==> src/rtl/ddc_pkg.sv <==
package ddc_pkg;
   localparam int WORD_W     = 32;
   localparam int FMT_W      = 4;
   localparam int REG_AW     = 3;
   localparam int DESC_WORDS = 3;

   typedef enum logic [1:0] {CH_IDLE, CH_FETCH, CH_XFER} ch_state_e;

   localparam int FLAG_FRAME = 0;
   localparam int FLAG_LOAD  = 1;
   localparam int FLAG_QUEUE = 2;
   localparam int FLAG_TERM  = 3;
   localparam int FLAG_ALIGN = 4;
   localparam int NUM_FLAGS  = 5;

   localparam logic [REG_AW-1:0] RA_CTRL = 3'd0;
   localparam logic [REG_AW-1:0] RA_HEAD = 3'd1;
   localparam logic [REG_AW-1:0] RA_SIZE = 3'd2;
   localparam logic [REG_AW-1:0] RA_STAT = 3'd3;
   localparam logic [REG_AW-1:0] RA_FLAG = 3'd4;
   localparam logic [REG_AW-1:0] RA_MASK = 3'd5;
   localparam logic [REG_AW-1:0] RA_FMT  = 3'd6;

   localparam int CMD_RUN  = 0;
   localparam int CMD_STOP = 1;
   localparam int CMD_KILL = 2;
   localparam int CMD_LINK = 3;

   // Low address bits that must be zero for a given pixel format code
   function automatic logic [1:0] align_mask(input logic [FMT_W-1:0] fmt);
      if (fmt <= 4'd3)                     return 2'b00;
      else if (fmt <= 4'd8)                return 2'b01;
      else if (fmt == 4'd10 || fmt == 4'd12) return 2'b00;
      else                                 return 2'b11;
   endfunction
endpackage

==> src/rtl/ddc_regs.sv <==
module ddc_regs
   import ddc_pkg::*;
#(
   parameter int ADDR_W = 32,
   parameter int SIZE_W = 16
) (
   input  logic                 clk,
   input  logic                 rst_n,
   input  logic                 reg_wr,
   input  logic                 reg_rd,
   input  logic [REG_AW-1:0]    reg_addr,
   input  logic [WORD_W-1:0]    reg_wdata,
   output logic [WORD_W-1:0]    reg_rdata,
   output logic                 go,
   output logic                 stop,
   output logic                 kill,
   output logic                 link,
   output logic [ADDR_W-1:0]    head_addr,
   output logic [SIZE_W-1:0]    frame_words,
   output logic [FMT_W-1:0]     pix_fmt,
   input  logic                 busy,
   input  logic [NUM_FLAGS-1:0] evt,
   output logic                 irq
);
   logic [NUM_FLAGS-1:0] flags_q, mask_q;
   logic                 wr_cmd, rd_clr;

   assign wr_cmd = reg_wr && (reg_addr == RA_CTRL);
   assign go     = wr_cmd && reg_wdata[CMD_RUN];
   assign stop   = wr_cmd && reg_wdata[CMD_STOP];
   assign kill   = wr_cmd && reg_wdata[CMD_KILL];
   assign link   = wr_cmd && reg_wdata[CMD_LINK];
   assign rd_clr = reg_rd && (reg_addr == RA_FLAG);
   assign irq    = |(flags_q & mask_q);

   always_ff @(posedge clk or negedge rst_n) begin
      if (!rst_n) begin
         head_addr   <= '0;
         frame_words <= '0;
         pix_fmt     <= '0;
         mask_q      <= '0;
         flags_q     <= '0;
      end else begin
         if (reg_wr) begin
            unique case (reg_addr)
               RA_HEAD: head_addr   <= reg_wdata[ADDR_W-1:0];
               RA_SIZE: frame_words <= reg_wdata[SIZE_W-1:0];
               RA_MASK: mask_q      <= reg_wdata[NUM_FLAGS-1:0];
               RA_FMT:  pix_fmt     <= reg_wdata[FMT_W-1:0];
               default: ;
            endcase
         end
         flags_q <= (rd_clr ? '0 : flags_q) | evt;
      end
   end

   always_comb begin
      reg_rdata = '0;
      unique case (reg_addr)
         RA_HEAD: reg_rdata[ADDR_W-1:0]    = head_addr;
         RA_SIZE: reg_rdata[SIZE_W-1:0]    = frame_words;
         RA_STAT: reg_rdata[0]             = busy;
         RA_FLAG: reg_rdata[NUM_FLAGS-1:0] = flags_q;
         RA_MASK: reg_rdata[NUM_FLAGS-1:0] = mask_q;
         RA_FMT:  reg_rdata[FMT_W-1:0]     = pix_fmt;
         default: reg_rdata = '0;
      endcase
   end


   flag_sticky_chk: assert property (@(posedge clk) disable iff (!rst_n)
      evt[FLAG_TERM] |=> flags_q[FLAG_TERM]);

   flag_clear_chk: assert property (@(posedge clk) disable iff (!rst_n)
      (rd_clr && evt == '0) |=> (flags_q == '0));
endmodule

==> src/rtl/ddc_engine.sv <==
module ddc_engine
   import ddc_pkg::*;
#(
   parameter int ADDR_W = 32,
   parameter int SIZE_W = 16
) (
   input  logic                 clk,
   input  logic                 rst_n,
   input  logic                 go,
   input  logic                 stop,
   input  logic                 kill,
   input  logic                 link,
   input  logic [ADDR_W-1:0]    head_addr,
   input  logic [SIZE_W-1:0]    frame_words,
   input  logic [FMT_W-1:0]     pix_fmt,
   output logic                 mem_req_valid,
   input  logic                 mem_req_ready,
   output logic [ADDR_W-1:0]    mem_req_addr,
   input  logic                 mem_rsp_valid,
   input  logic [WORD_W-1:0]    mem_rsp_data,
   output logic                 pix_valid,
   output logic [WORD_W-1:0]    pix_data,
   output logic                 busy,
   output logic [NUM_FLAGS-1:0] evt
);
   localparam logic [SIZE_W-1:0] DESC_LEN = SIZE_W'(DESC_WORDS);

   ch_state_e         state_q;
   logic              wait_q, drop_q, stop_q, link_q, head_q, run_q;
   logic [SIZE_W-1:0] cnt_q, len_q;
   logic [ADDR_W-1:0] ptr_q, buf_q, next_q, w0_q;
   logic              live, rsp_take, accept, fetch_last, frame_end, quit, align_ok;

   assign live          = (state_q != CH_IDLE);
   assign busy          = live || drop_q;
   assign rsp_take      = mem_rsp_valid && wait_q;
   assign mem_req_valid = !wait_q && !drop_q &&
                          ((state_q == CH_FETCH && cnt_q < DESC_LEN) ||
                           (state_q == CH_XFER  && cnt_q < len_q));
   assign mem_req_addr  = ((state_q == CH_FETCH) ? ptr_q : buf_q) + (ADDR_W'(cnt_q) << 2);
   assign accept        = mem_req_valid && mem_req_ready;
   assign fetch_last    = !kill && state_q == CH_FETCH && rsp_take && cnt_q == DESC_LEN - 1'b1;
   assign frame_end     = !kill && state_q == CH_XFER && !wait_q && cnt_q == len_q;
   assign quit          = stop_q || !run_q || next_q[0];
   assign align_ok      = (w0_q[1:0] & align_mask(pix_fmt)) == 2'b00;
   assign pix_valid     = (state_q == CH_XFER) && rsp_take;
   assign pix_data      = mem_rsp_data;

   always_comb begin
      evt             = '0;
      evt[FLAG_FRAME] = frame_end;
      evt[FLAG_TERM]  = frame_end && quit;
      evt[FLAG_LOAD]  = fetch_last && align_ok && head_q;
      evt[FLAG_ALIGN] = fetch_last && !align_ok;
      evt[FLAG_QUEUE] = link && live && !kill;
   end

   always_ff @(posedge clk or negedge rst_n) begin
      if (!rst_n) begin
         state_q <= CH_IDLE;
         wait_q  <= 1'b0;
         drop_q  <= 1'b0;
         stop_q  <= 1'b0;
         link_q  <= 1'b0;
         head_q  <= 1'b0;
         run_q   <= 1'b0;
         cnt_q   <= '0;
         len_q   <= '0;
         ptr_q   <= '0;
         buf_q   <= '0;
         next_q  <= '0;
         w0_q    <= '0;
      end else if (kill) begin
         state_q <= CH_IDLE;
         wait_q  <= 1'b0;
         drop_q  <= ((wait_q || drop_q) && !mem_rsp_valid) || accept;
         stop_q  <= 1'b0;
         link_q  <= 1'b0;
      end else begin
         if (drop_q && mem_rsp_valid) drop_q <= 1'b0;
         if (accept)                  wait_q <= 1'b1;
         if (rsp_take) begin
            wait_q <= 1'b0;
            cnt_q  <= cnt_q + 1'b1;
         end
         if (stop && live) stop_q <= 1'b1;
         if (link && live) link_q <= 1'b1;
         unique case (state_q)
            CH_IDLE: if (go && !drop_q) begin
               state_q <= CH_FETCH;
               ptr_q   <= head_addr;
               head_q  <= 1'b1;
               cnt_q   <= '0;
            end
            CH_FETCH: if (rsp_take) begin
               if (cnt_q == '0) w0_q <= mem_rsp_data[ADDR_W-1:0];
               else if (cnt_q == 1) run_q <= mem_rsp_data[0];
               else begin
                  next_q <= mem_rsp_data[ADDR_W-1:0];
                  buf_q  <= w0_q;
                  len_q  <= frame_words;
                  cnt_q  <= '0;
                  if (align_ok) state_q <= CH_XFER;
                  else begin
                     state_q <= CH_IDLE;
                     stop_q  <= 1'b0;
                     link_q  <= 1'b0;
                  end
               end
            end
            CH_XFER: if (frame_end) begin
               cnt_q <= '0;
               if (quit) begin
                  state_q <= CH_IDLE;
                  stop_q  <= 1'b0;
                  link_q  <= 1'b0;
               end else begin
                  state_q <= CH_FETCH;
                  if (link_q) begin
                     ptr_q  <= head_addr;
                     head_q <= 1'b1;
                     link_q <= 1'b0;
                  end else begin
                     ptr_q  <= next_q;
                     head_q <= 1'b0;
                  end
               end
            end
            default: state_q <= CH_IDLE;
         endcase
      end
   end


   one_outstanding_chk: assert property (@(posedge clk) disable iff (!rst_n)
      accept |=> !mem_req_valid);

   req_hold_chk: assert property (@(posedge clk) disable iff (!rst_n)
      (mem_req_valid && !mem_req_ready && !kill) |=> (mem_req_valid && $stable(mem_req_addr)));

   kill_quiet_chk: assert property (@(posedge clk) disable iff (!rst_n)
      kill |=> (!mem_req_valid && !pix_valid));

   kill_drain_busy_chk: assert property (@(posedge clk) disable iff (!rst_n)
      (kill && wait_q && !mem_rsp_valid) |=> busy);

   pix_when_busy_chk: assert property (@(posedge clk) disable iff (!rst_n)
      pix_valid |-> busy);
endmodule

==> src/rtl/disp_dma_chan.sv <==
module disp_dma_chan
   import ddc_pkg::*;
#(
   parameter int ADDR_W = 32,
   parameter int SIZE_W = 16
) (
   input  logic              clk,
   input  logic              rst_n,
   input  logic              reg_wr,
   input  logic              reg_rd,
   input  logic [2:0]        reg_addr,
   input  logic [31:0]       reg_wdata,
   output logic [31:0]       reg_rdata,
   output logic              irq,
   output logic              mem_req_valid,
   input  logic              mem_req_ready,
   output logic [ADDR_W-1:0] mem_req_addr,
   input  logic              mem_rsp_valid,
   input  logic [31:0]       mem_rsp_data,
   output logic              pix_valid,
   output logic [31:0]       pix_data
);
   generate
      if (ADDR_W < 8 || ADDR_W > WORD_W) begin : g_bad_addr_w
         $error("disp_dma_chan: ADDR_W must lie in 8..32");
      end
      if (SIZE_W < 2 || SIZE_W > 24) begin : g_bad_size_w
         $error("disp_dma_chan: SIZE_W must lie in 2..24");
      end
   endgenerate

   logic                 go, stop, kill, link, busy;
   logic [ADDR_W-1:0]    head_addr;
   logic [SIZE_W-1:0]    frame_words;
   logic [FMT_W-1:0]     pix_fmt;
   logic [NUM_FLAGS-1:0] evt;

   ddc_regs #(.ADDR_W(ADDR_W), .SIZE_W(SIZE_W)) u_regs (
      .clk(clk), .rst_n(rst_n), .reg_wr(reg_wr), .reg_rd(reg_rd),
      .reg_addr(reg_addr), .reg_wdata(reg_wdata), .reg_rdata(reg_rdata),
      .go(go), .stop(stop), .kill(kill), .link(link),
      .head_addr(head_addr), .frame_words(frame_words), .pix_fmt(pix_fmt),
      .busy(busy), .evt(evt), .irq(irq)
   );

   ddc_engine #(.ADDR_W(ADDR_W), .SIZE_W(SIZE_W)) u_engine (
      .clk(clk), .rst_n(rst_n), .go(go), .stop(stop), .kill(kill), .link(link),
      .head_addr(head_addr), .frame_words(frame_words), .pix_fmt(pix_fmt),
      .mem_req_valid(mem_req_valid), .mem_req_ready(mem_req_ready),
      .mem_req_addr(mem_req_addr), .mem_rsp_valid(mem_rsp_valid),
      .mem_rsp_data(mem_rsp_data), .pix_valid(pix_valid), .pix_data(pix_data),
      .busy(busy), .evt(evt)
   );
endmodule

==> config.mk <==
export PLATFORM = sky130hd
export DESIGN_NAME = disp_dma_chan
export DESIGN_NICKNAME = d
export VERILOG_FILES = /design/src/rtl/ddc_pkg.sv /design/src/rtl/ddc_regs.sv /design/src/rtl/ddc_engine.sv /design/src/rtl/disp_dma_chan.sv
export SDC_FILE = /design/constraint.sdc
export NUM_CORES = 1
export LEC_CHECK = 0
export BUFFER_PORTS_ARGS = -buffer_cell sky130_fd_sc_hd__buf_4
export CAP_MARGIN = 10
export CORE_MARGIN = 4
export CORE_UTILIZATION = 40
export CTS_CLUSTER_DIAMETER = 80
export DETAILED_ROUTE_END_ITERATION = 16
export GPL_TIMING_DRIVEN = 0
export MAX_ROUTING_LAYER = met4
export PLACE_DENSITY = 0.67
export SYNTH_ARGS = -nofsm -noshare
export SYNTH_HDL_FRONTEND = slang
export SYNTH_SLANG_ARGS = --single-unit
==> constraint.sdc <==
create_clock -name clk -period 4.6 [get_ports clk]
set_input_delay 0.69 -clock clk [delete_from_list [all_inputs] [get_ports clk]]
set_output_delay 0.69 -clock clk [all_outputs]
set_load 0.02 [all_outputs]
==> results.json, run 1 <==
{
  "slew_headroom_pct": 30.0,
  "hold_viol_final": 0,
  "fin_util_pct": 51.0,
  "area_growth_pct": 24.4,
  "crit_path_frequent_cell": "a21oi_1",
  "dp_slack_ns": -1.18,
  "antenna_found_initial": 1,
  "final_area_um2": 14700,
  "synth.avg_cell_area_um2": 11.4,
  "clk-insertion-delay-late_ns": 0.53,
  "ir_worst_vdd_uv": 249,
  "gp_congestion": 0.896,
  "slowest_delay_ns": 0.39,
  "synth.top_cell.area_share_pct": 48.5,
  "r2r_start": "u_engine.state_q[0]$_DFFE_PN0P_",
  "worst-slew-pin-transition_ns": 1.05,
  "synth_cells": 1040,
  "path_clk_slew_ns": 0.06,
  "wl_met1_mm": 14.1,
  "cp-start-kind": "register",
  "p_leak_nw": 7.24,
  "coreArea_um2": 28900,
  "overflow": 0,
  "synthArstFlopShare_pct": 100,
  "period_share_pct": 96.0,
  "antenna_cells": 0,
  "start_util_pct": 41.0,
  "synth-edff-count": 0,
  "clock_path_buffers": 3,
  "synth_cell_type_count": 59,
  "cp.required_ns": 3.91,
  "drtAntennaViolNets": 0,
  "path_class": "register to output port",
  "wire_per_inst_um": 18.8,
  "reg2regPathDepth": 13,
  "rows": 62,
  "finalPower_mw": 8.52,
  "ios": 172,
  "track_usage_pct": 19.0,
  "end_kind": "output port",
  "via_count": 8655,
  "rsz0062_at_grt": "yes",
  "hp-class": "primary input to async pin",
  "grt_max_degree": 125,
  "yosys_warnings": 0,
  "syn-num-nets": 1154,
  "worst_slack_ns": 0.185,
  "drt_iter0_markers": 682,
  "seq_area_frac_synth_pct": 48.5,
  "die_w_um": 180,
  "cts_buffers": 26,
  "route.met3.wl_mm": 1.64,
  "top_layer": "met4",
  "layout.nets": 1364,
  "cap_violations": 0,
  "status": "complete, no violations",
  "clock-skew-final_ns": 0.0111,
  "critical_path_peak_fanout": 10,
  "cts_num_sinks": 230,
  "place_hpwl_mm": 22.7,
  "ys_ff_latch": 230,
  "min_period_ns": 4.41,
  "syn_area_um2": 11900,
  "fmax_mhz": 227,
  "finalSetupViolations": 0,
  "drtPass1Iterations": 5,
  "die_h_um": 180,
  "root_buffer": "clkbuf_16",
  "detail_route.drc_violations": 0,
  "slowest_stage": "dfrtp_1",
  "htreeDepth": 1,
  "cts_tree": "built",
  "grt_pass1_vias": 8678,
  "timing.rr.end": "u_engine.ptr_q[13]$_DFFE_PN0P_",
  "die-area_um2": 32500,
  "drive_gt1_share_pct": 38.4,
  "portBuffers": 171,
  "vias_per_cell": 5.24,
  "arrival_ns": 3.72,
  "drt_wl_total_mm": 31.1,
  "yosys.area.top_type": "dfrtp_1",
  "yosys-top-cells-area": "dfrtp_1 (49%), mux2_2 (18%), ha_1 (4.2%)",
  "cp_cell_sequence": "inv_2 -> ha_4 -> clkbuf_8 -> mux2_2 -> ha_1 -> a211o_1 -> a31o_2 -> nand2_1 -> a21boi_2 -> a21oi_1 -> o21bai_1 -> a21oi_1 -> xnor2_1 -> buf_4",
  "wl_met2_mm": 14.9,
  "reg2reg_slack_ns": 1.35,
  "slew_viol_final": 0,
  "power_density_nw_per_um2": 578,
  "grt_pass1_wl_mm": 48.4,
  "postPlaceCellArea_um2": 13700,
  "synthFlopType": "dfrtp_1"
}
## cells in the mapped netlist (6+ instances only)
cell type	instances
dfrtp_1	230
mux2_2	190
nor2_1	81
a21oi_1	75
nand2_1	50
mux2i_1	44
ha_1	40
buf_4	32
clkbuf_1	29
inv_1	29
o21ai_0	22
xnor2_1	21
and2_1	20
xor2_1	17
nor2b_1	13
nand3_1	12
a21o_1	11
a22o_1	11
nor3_1	10
buf_1	8
nand2b_1	8
buf_2	7
nand4_1	7
and3_1	6
## critical path, delay by kind of cell (launching register included)
family | cells | cell delay (ns)
AO/OA/AOI/OAI | 6 | 1.12
XOR/XNOR | 1 | 0.19
adder cells (fa/ha/maj) | 2 | 0.53
buffers and inverters | 3 | 0.51
flip-flops | 1 | 0.39
multiplexers | 1 | 0.35
AND/OR/NAND/NOR | 1 | 0.10
## power breakdown
group,internal [mW],switching [mW],leakage [nW]
clock,1.19,0.819,0.416
combinational,1.60,1.76,3.88
sequential,2.71,0.443,2.94
total,5.50,3.03,7.24
## worst max path at each step
stage,from,to,slack (ns),depth (start not counted)
floorplan,u_engine.state_q[1]$_DFFE_PN0P_,mem_req_addr[26],0.01,19
global placement,u_engine.state_q[1]$_DFFE_PN0P_,mem_req_addr[26],-1.16,20
detailed placement,u_engine.state_q[1]$_DFFE_PN0P_,mem_req_addr[26],-1.18,20
CTS,u_engine.state_q[1]$_DFFE_PN0P_,mem_req_addr[26],0.04,17
global route,u_engine.state_q[1]$_DFFE_PN0P_,mem_req_addr[26],-0.02,13
finish,u_engine.state_q[1]$_DFFE_PN0P_,mem_req_addr[17],0.19,14
## through the flow
stage | cells | hold slack [ns] | TNS (ns)
2_1_floorplan | 1040 | 0.394 | 0
3_3_place_gp | 1595 | 0.481 | -17.80
3_5_place_dp | 1596 | 0.488 | -18.82
4_1_cts | 1647 | 0.253 | 0
5_1_grt | 1651 | 0.249 | -0.0230
6_report | 1651 | 0.193 | 0
## routing by layer
layer,vias up,global-route usage [%]
li1,4060,-
met1,4336,26.0
met2,225,30.5
met3,34,2.50
met4,0,4.11
met5,-,-
## sequential cells by signal (all words and copies together), names as in the netlist
register            cells
u_engine.run_q          1
u_engine.stop_q         1
u_regs.flags_q          5
u_engine.cnt_q         16
u_regs.frame_words     16
u_engine.w0_q          32
u_engine.next_q        32
u_regs.head_addr       32
u_engine.wait_q         1
u_engine.len_q         16
u_engine.ptr_q         32
u_engine.state_q        2
u_regs.mask_q           5
u_engine.link_q         1
u_regs.pix_fmt          4
u_engine.buf_q         32
u_engine.drop_q         1
u_engine.head_q         1
## timing repair
| action | in CTS | in global routing |
|---|---|---|
| pin swaps | 10 | 9 |
| setup buffers | 10 | 5 |
| resized for setup | 26 | 11 |
| endpoints found under the setup margin | 29 | 17 |
| hold buffers | 0 | 0 |
## cells in the final DEF, fill, tap and decap left out, types with 27 or more instances in the layout
cell type,Yosys,final
a21oi_1,75,72
buf_4,32,216
clkbuf_16,0,28
dfrtp_1,230,230
ha_1,40,37
inv_1,29,27
mux2_2,190,189
mux2i_1,44,44
nand2_1,50,49
nor2_1,81,81
## kinds of logic (layout without fill, tap and decap cells)
group / after synthesis / after routing / share of synthesized area (%)
xor gates and xnor gates: 38 / 38 / 2.81
muxes: 234 / 234 / 21.8
buffers and inverters: 106 / 333 / 4.51
adders and majority gates: 41 / 41 / 4.39
and+or+nand+nor: 231 / 231 / 9.55
AOI/OAI and AO/OA: 160 / 160 / 8.44
DFF: 230 / 230 / 48.5
## cell type report
cell class / instances / area, um2
plain buffers: 73 / 452
clock buffers: 35 / 746
clock inverters: 10 / 78.8
fillers: 2540 / 14200
inverters: 29 / 109
multi-input cells: 704 / 5700
flip-flops and latches: 230 / 5760
well taps: 384 / 480
repair buffers: 186 / 1420
(Power assumes the default switching activity.)
==> inputs of run 2 (changes only) <==
--- a/config.mk
+++ b/config.mk
@@ -7,13 +7,15 @@
 export LEC_CHECK = 0
 export BUFFER_PORTS_ARGS = -buffer_cell sky130_fd_sc_hd__buf_4
 export CAP_MARGIN = 10
+export CELL_PAD_IN_SITES_DETAIL_PLACEMENT = 1
+export CELL_PAD_IN_SITES_GLOBAL_PLACEMENT = 2
 export CORE_MARGIN = 4
-export CORE_UTILIZATION = 40
+export CORE_UTILIZATION = 34
 export CTS_CLUSTER_DIAMETER = 80
 export DETAILED_ROUTE_END_ITERATION = 16
 export GPL_TIMING_DRIVEN = 0
 export MAX_ROUTING_LAYER = met4
-export PLACE_DENSITY = 0.67
+export PLACE_DENSITY = 0.82
 export SYNTH_ARGS = -nofsm -noshare
 export SYNTH_HDL_FRONTEND = slang
 export SYNTH_SLANG_ARGS = --single-unit
==> run 2 against run 1 <==
Compared with the run above: largest power group unchanged; worst hold slack got worse by 0.0049 ns; sequential power hardly changed; core utilization down 6.9 points; die area rose by 17%; maximum frequency decreased by 1.1%; via count grew 1.8%; setup slack lost 0.050 ns.
==> results.json, run 2 (synthesized netlist as in run 1, its figures left out) <==
{
  "root_buffer": "clkbuf_16",
  "final_common_cell": "dfrtp_1",
  "finalSetupViolations": 0,
  "whs_ns": 0.188,
  "regArea_um2": 5760,
  "p_sw_share_pct": 35.8,
  "drtPass1Iterations": 4,
  "slew_headroom_pct": 12.9,
  "arrival_ns": 3.78,
  "drive_gt1_share_pct": 40.6,
  "track_usage_pct": 18.8,
  "cts_tree": "built",
  "area_growth_pct": 28.1,
  "antenna_found_initial": 1,
  "gp_congestion": 0.835,
  "fmax_mhz": 224,
  "grt_pass1_wl_mm": 55.4,
  "overflow": 0,
  "worst_slack_ns": 0.135,
  "die_h_um": 195,
  "power_frac_seq_pct": 35.0,
  "hold_viol_final": 0,
  "power_frac_comb_pct": 39.4,
  "min_period_ns": 4.47,
  "period_share_pct": 97.1,
  "hp-class": "primary input to async pin",
  "finalNonFillerCells": 1735,
  "pwr-share-clk_pct": 25.7,
  "layout.nets": 1371,
  "cp.required_ns": 3.91,
  "ctsHoldBuffers": 0,
  "path_class": "register to output port",
  "place_hpwl_mm": 25.7,
  "p_leak_nw": 7.36,
  "cp-start-kind": "register",
  "multi_input_area_um2": 5850,
  "finalSetupTns_ns": 0,
  "rsz0062_at_grt": "yes",
  "cts_num_sinks": 230,
  "start_util_pct": 34.4,
  "mostFrequentLayoutCells": "dfrtp_1 (230), buf_4 (221), mux2_2 (188)",
  "finalPower_mw": 9.06,
  "status": "complete, no violations",
  "detail_route.drc_violations": 0,
  "coreArea_um2": 34500,
  "ios": 172,
  "dp_slack_ns": -1.41,
  "die_w_um": 195,
  "critical_path_peak_fanout": 8,
  "grt_max_degree": 123,
  "slew_viol_final": 0,
  "via_count": 8815,
  "fillers": 3741,
  "end_kind": "output port",
  "drt_wl_total_mm": 35.6,
  "clock-skew-final_ns": 0.0122,
  "wire_per_inst_um": 20.5,
  "dp.cells": 1667,
  "internal_power_mw": 5.81,
  "worst-slew-pin-transition_ns": 1.30,
  "cts_buffers": 28,
  "power_switching_mw": 3.25,
  "path_clk_slew_ns": 0.06,
  "ir_worst_vdd_uv": 358,
  "clk-insertion-delay-late_ns": 0.54,
  "grt_pass1_vias": 9518,
  "die-area_um2": 37900,
  "cap_violations": 0,
  "htreeDepth": 1,
  "portBuffers": 171,
  "drt_iter0_markers": 440,
  "clock_path_buffers": 3,
  "vias_per_cell": 5.08,
  "power_density_nw_per_um2": 597,
  "drtAntennaViolNets": 0,
  "rows": 68
}
[run 2: path summary, 6_finish.rpt]
kind	startpoint	end	slack (ns)	cells past startpoint
max	u_engine.state_q[1]$_DFFE_PN0P_	mem_req_addr[30]	0.13	16
min	rst_n	u_engine.next_q[10]$_DFFE_PN0P_	0.19	1
max reg2reg	u_engine.state_q[0]$_DFFE_PN0P_	u_engine.ptr_q[7]$_DFFE_PN0P_	1.10	13
min reg2reg	u_engine.w0_q[20]$_DFFE_PN0P_	u_engine.w0_q[20]$_DFFE_PN0P_	0.50	1
max in group asynchronous	rst_n	u_regs.head_addr[30]$_DFFE_PN0P_	3.28	2
min in group clk	reg_wdata[0]	u_regs.frame_words[0]$_DFFE_PN0P_	0.38	3
[run 2: layout make-up]
cell class                 instances  share of cell area [%]
timing repair buffer             191                    9.62
sequential                       230                    37.9
buffer                            73                    2.99
clock buffer                      39                    5.49
antenna                            1                  0.0165
tap                              455                    3.75
multi-input combinational        704                    38.5
inverter                          29                   0.717
clock inverter                    13                   0.997
[run 2: power by group through the flow]
stage | clock [mW] | combinational (mW) | sequential [mW]
6_report | 2.32 | 3.57 | 3.17
5_1_grt | 2.47 | 3.89 | 3.26
4_1_cts | 2.37 | 3.51 | 3.17
3_5_place_dp | 0 | 3.35 | 3.20
3_3_place_gp | 0 | 3.26 | 3.15
2_1_floorplan | 0 | 2.23 | 3.02
[run 2: worst max-delay path, cell delays in order (launching register included)]
cell	delay [ns]
dfrtp_1	0.39
inv_2	0.10
ha_4	0.21
clkbuf_16	0.18
mux2_4	0.18
ha_4	0.13
inv_2	0.03
fa_2	0.35
nor2b_2	0.14
o21ai_2	0.07
a21oi_2	0.15
or3_1	0.14
nand2_2	0.09
o31a_4	0.43
nand3b_1	0.22
xnor2_2	0.24
buf_4	0.17
[run 2: layer usage]
layer	up-vias	share of wire [%]	track usage [%]
met4	0	1.6	3.67
li1	4083	-	-
met3	41	4.3	2.39
met2	177	48	30.8
met1	4514	46	25.4
met5	-	0	-
[run 2: through the flow]
stage	utilization, %	instance area (um2)
3_3_place_gp	39.9	13700
5_1_grt	44.1	15200
3_5_place_dp	40.0	13800
2_1_floorplan	-	11900
6_report	44.1	15200
4_1_cts	43.6	15000
[run 2: what timing repair did]
action                                  4_1_cts  5_1_grt
endpoints found under the setup margin       29       18
setup buffers                                15        4
pin swaps                                    11       19
gates resized for setup                      34       30
cloned                                        0        0
==> inputs of run 3 (changes only) <==
--- a/config.mk
+++ b/config.mk
@@ -15,7 +15,7 @@
 export DETAILED_ROUTE_END_ITERATION = 16
 export GPL_TIMING_DRIVEN = 0
 export MAX_ROUTING_LAYER = met4
-export PLACE_DENSITY = 0.82
+export PLACE_DENSITY = 0.86
 export SYNTH_ARGS = -nofsm -noshare
 export SYNTH_HDL_FRONTEND = slang
 export SYNTH_SLANG_ARGS = --single-unit
==> run 3 against run 2 <==
Compared with the run above: the run now ends with negative setup slack left; core utilization decreased by 0.41 points; global-route usage increased by 0.23 points; via count increased by 1.2%; combinational power about the same; cell area decreased by 0.92%; maximum frequency decreased by 3.4%; setup slack got worse by 0.16 ns; clock skew increased by 0.0094 ns; largest cell class unchanged; highest routed layer unchanged.
==> results.json, run 3 (synthesized netlist as in run 1, its figures left out) <==
{
  "status": "complete, but fails checks",
  "failed_checks": "negative setup slack",
  "drive_gt1_share_pct": 39.7,
  "p_leak_nw": 7.34,
  "grt_pass1_wl_mm": 55.8,
  "grt_pass1_vias": 9683,
  "overflow": 0,
  "drtPass1Iterations": 5,
  "end_kind": "output port",
  "mostFrequentLayoutCells": "dfrtp_1 (230), buf_4 (221), mux2_2 (189)",
  "power_frac_comb_pct": 40.5,
  "slew_viol_final": 0,
  "ios": 172,
  "clock_path_buffers": 3,
  "power_switching_mw": 3.21,
  "path_class": "register to output port",
  "die_w_um": 195,
  "place_hpwl_mm": 26.0,
  "drt_iter0_markers": 472,
  "worst_slack_ns": -0.0244,
  "fmax_mhz": 216,
  "rsz0062_at_grt": "yes",
  "drt_wl_total_mm": 36.1,
  "path_clk_slew_ns": 0.06,
  "die-area_um2": 37900,
  "power_density_nw_per_um2": 585,
  "die_h_um": 195,
  "p_sw_share_pct": 36.5,
  "finalPower_mw": 8.80,
  "clk-insertion-delay-late_ns": 0.54,
  "final_common_cell": "dfrtp_1",
  "rows": 68,
  "internal_power_mw": 5.59,
  "area_growth_pct": 26.9,
  "ctsHoldBuffers": 0,
  "cts_num_sinks": 230,
  "cp-start-kind": "register",
  "root_buffer": "clkbuf_16",
  "use_met3_pct": 2.31,
  "grt-busiest-layer": "met2",
  "grt_util_met1_pct": 25.0,
  "clock-skew-final_ns": 0.0216,
  "slew_headroom_pct": 12.2,
  "hold_viol_final": 0,
  "finalNonFillerCells": 1731,
  "htreeDepth": 1,
  "ir_worst_vdd_uv": 232,
  "gp_congestion": 0.853,
  "cp.required_ns": 3.91,
  "critical_path_peak_fanout": 7,
  "grt_max_degree": 104,
  "antenna_found_initial": 1,
  "cts_tree": "built",
  "vias_per_cell": 5.15,
  "worst-slew-pin-transition_ns": 1.31,
  "min_period_ns": 4.62,
  "finalSetupViolations": 1,
  "track_usage_pct": 19.0,
  "cap_violations": 0,
  "dp.cells": 1668,
  "wire_per_inst_um": 20.9,
  "start_util_pct": 34.4,
  "cts_buffers": 26,
  "portBuffers": 171,
  "power_frac_seq_pct": 36.1,
  "grt_use_met2_pct": 32.0,
  "hp-class": "primary input to async pin",
  "arrival_ns": 3.93,
  "via_count": 8918,
  "pwr-share-clk_pct": 23.4,
  "detail_route.drc_violations": 0,
  "coreArea_um2": 34500,
  "drtAntennaViolNets": 0,
  "period_share_pct": 101,
  "layout.nets": 1370
}
## run 3: cell types whose count changed in the layout (fill, tap and decap cells not counted), sizes merged
cell,before,now
clkinv,7,5
clkinvlp,2,0
clkbuf,62,64
bufinv,3,1
## run 3: worst paths after layout
check | startpoint | end | slack [ns] | depth (start not counted)
max in group asynchronous | rst_n | u_engine.w0_q[23]$_DFFE_PN0P_ | 3.22 | 3
worst max register to register | u_engine.state_q[0]$_DFFE_PN0P_ | u_engine.ptr_q[8]$_DFFE_PN0P_ | 1.04 | 13
min in group clk | reg_wdata[22] | u_regs.head_addr[22]$_DFFE_PN0P_ | 0.39 | 2
worst max-delay path | u_engine.state_q[1]$_DFFE_PN0P_ | mem_req_addr[31] | -0.02 | 14
worst min-delay path | rst_n | u_regs.mask_q[1]$_DFFE_PN0P_ | 0.07 | 1
worst min register to register | u_engine.w0_q[25]$_DFFE_PN0P_ | u_engine.buf_q[25]$_DFFE_PN0P_ | 0.50 | 1
## run 3: timing repair
item	CTS	global route
buffers inserted	11	8
endpoints found under the setup margin	29	17
pin swaps	10	18
resized for setup	38	19
## run 3: per-layer routing
layer  routed length [um]  part of all wire (%)
met5                    0                     0
met4                  615                   1.7
met3                 1440                   4.0
met2                17800                    49
met1                16200                    45
## run 3: area by class of cell
cell class	count	area [um2]
inverter	29	109
clock buffer	40	785
antenna	1	2.50
clock inverter	7	63.8
fill	3742	19400
tap	455	569
timing repair buffer	192	1490
buffer	73	458
multi-input combinational	704	5820
sequential	230	5760
## run 3: power groups by stage
stage | Combinational, mW | Clock, mW | Sequential [mW]
2_1_floorplan | 2.23 | 0 | 3.02
3_3_place_gp | 3.25 | 0 | 3.15
3_5_place_dp | 3.37 | 0 | 3.19
4_1_cts | 3.55 | 2.12 | 3.17
5_1_grt | 3.88 | 2.22 | 3.26
6_report | 3.57 | 2.06 | 3.17
## run 3: metrics by stage
| step | cell area (um2) | hold slack, ns | setup WS [ns] | utilization, % | setup TNS [ns] |
|---|---|---|---|---|---|
| 2_1_floorplan | 11900 | 0.394 | 0.0105 | - | 0 |
| 3_3_place_gp | 13700 | 0.482 | -1.36 | 39.9 | -22.29 |
| 3_5_place_dp | 13800 | 0.490 | -1.38 | 40.1 | -23.19 |
| 4_1_cts | 14900 | 0.0802 | -0.00424 | 43.3 | -0.00710 |
| 5_1_grt | 15000 | 0.0816 | -0.157 | 43.7 | -0.842 |
| 6_report | 15000 | 0.0735 | -0.0244 | 43.7 | -0.0244 |
## run 3: critical path: stages, from the launching register on
cell,delay [ns]
dfrtp_1,0.39
inv_2,0.09
ha_4,0.22
clkbuf_16,0.19
mux2_2,0.34
ha_2,0.38
nand3_1,0.11
o211ai_1,0.26
a21oi_1,0.16
a21boi_2,0.23
nand2_1,0.13
a21oi_4,0.30
nand4_1,0.20
xor2_2,0.23
buf_4,0.17
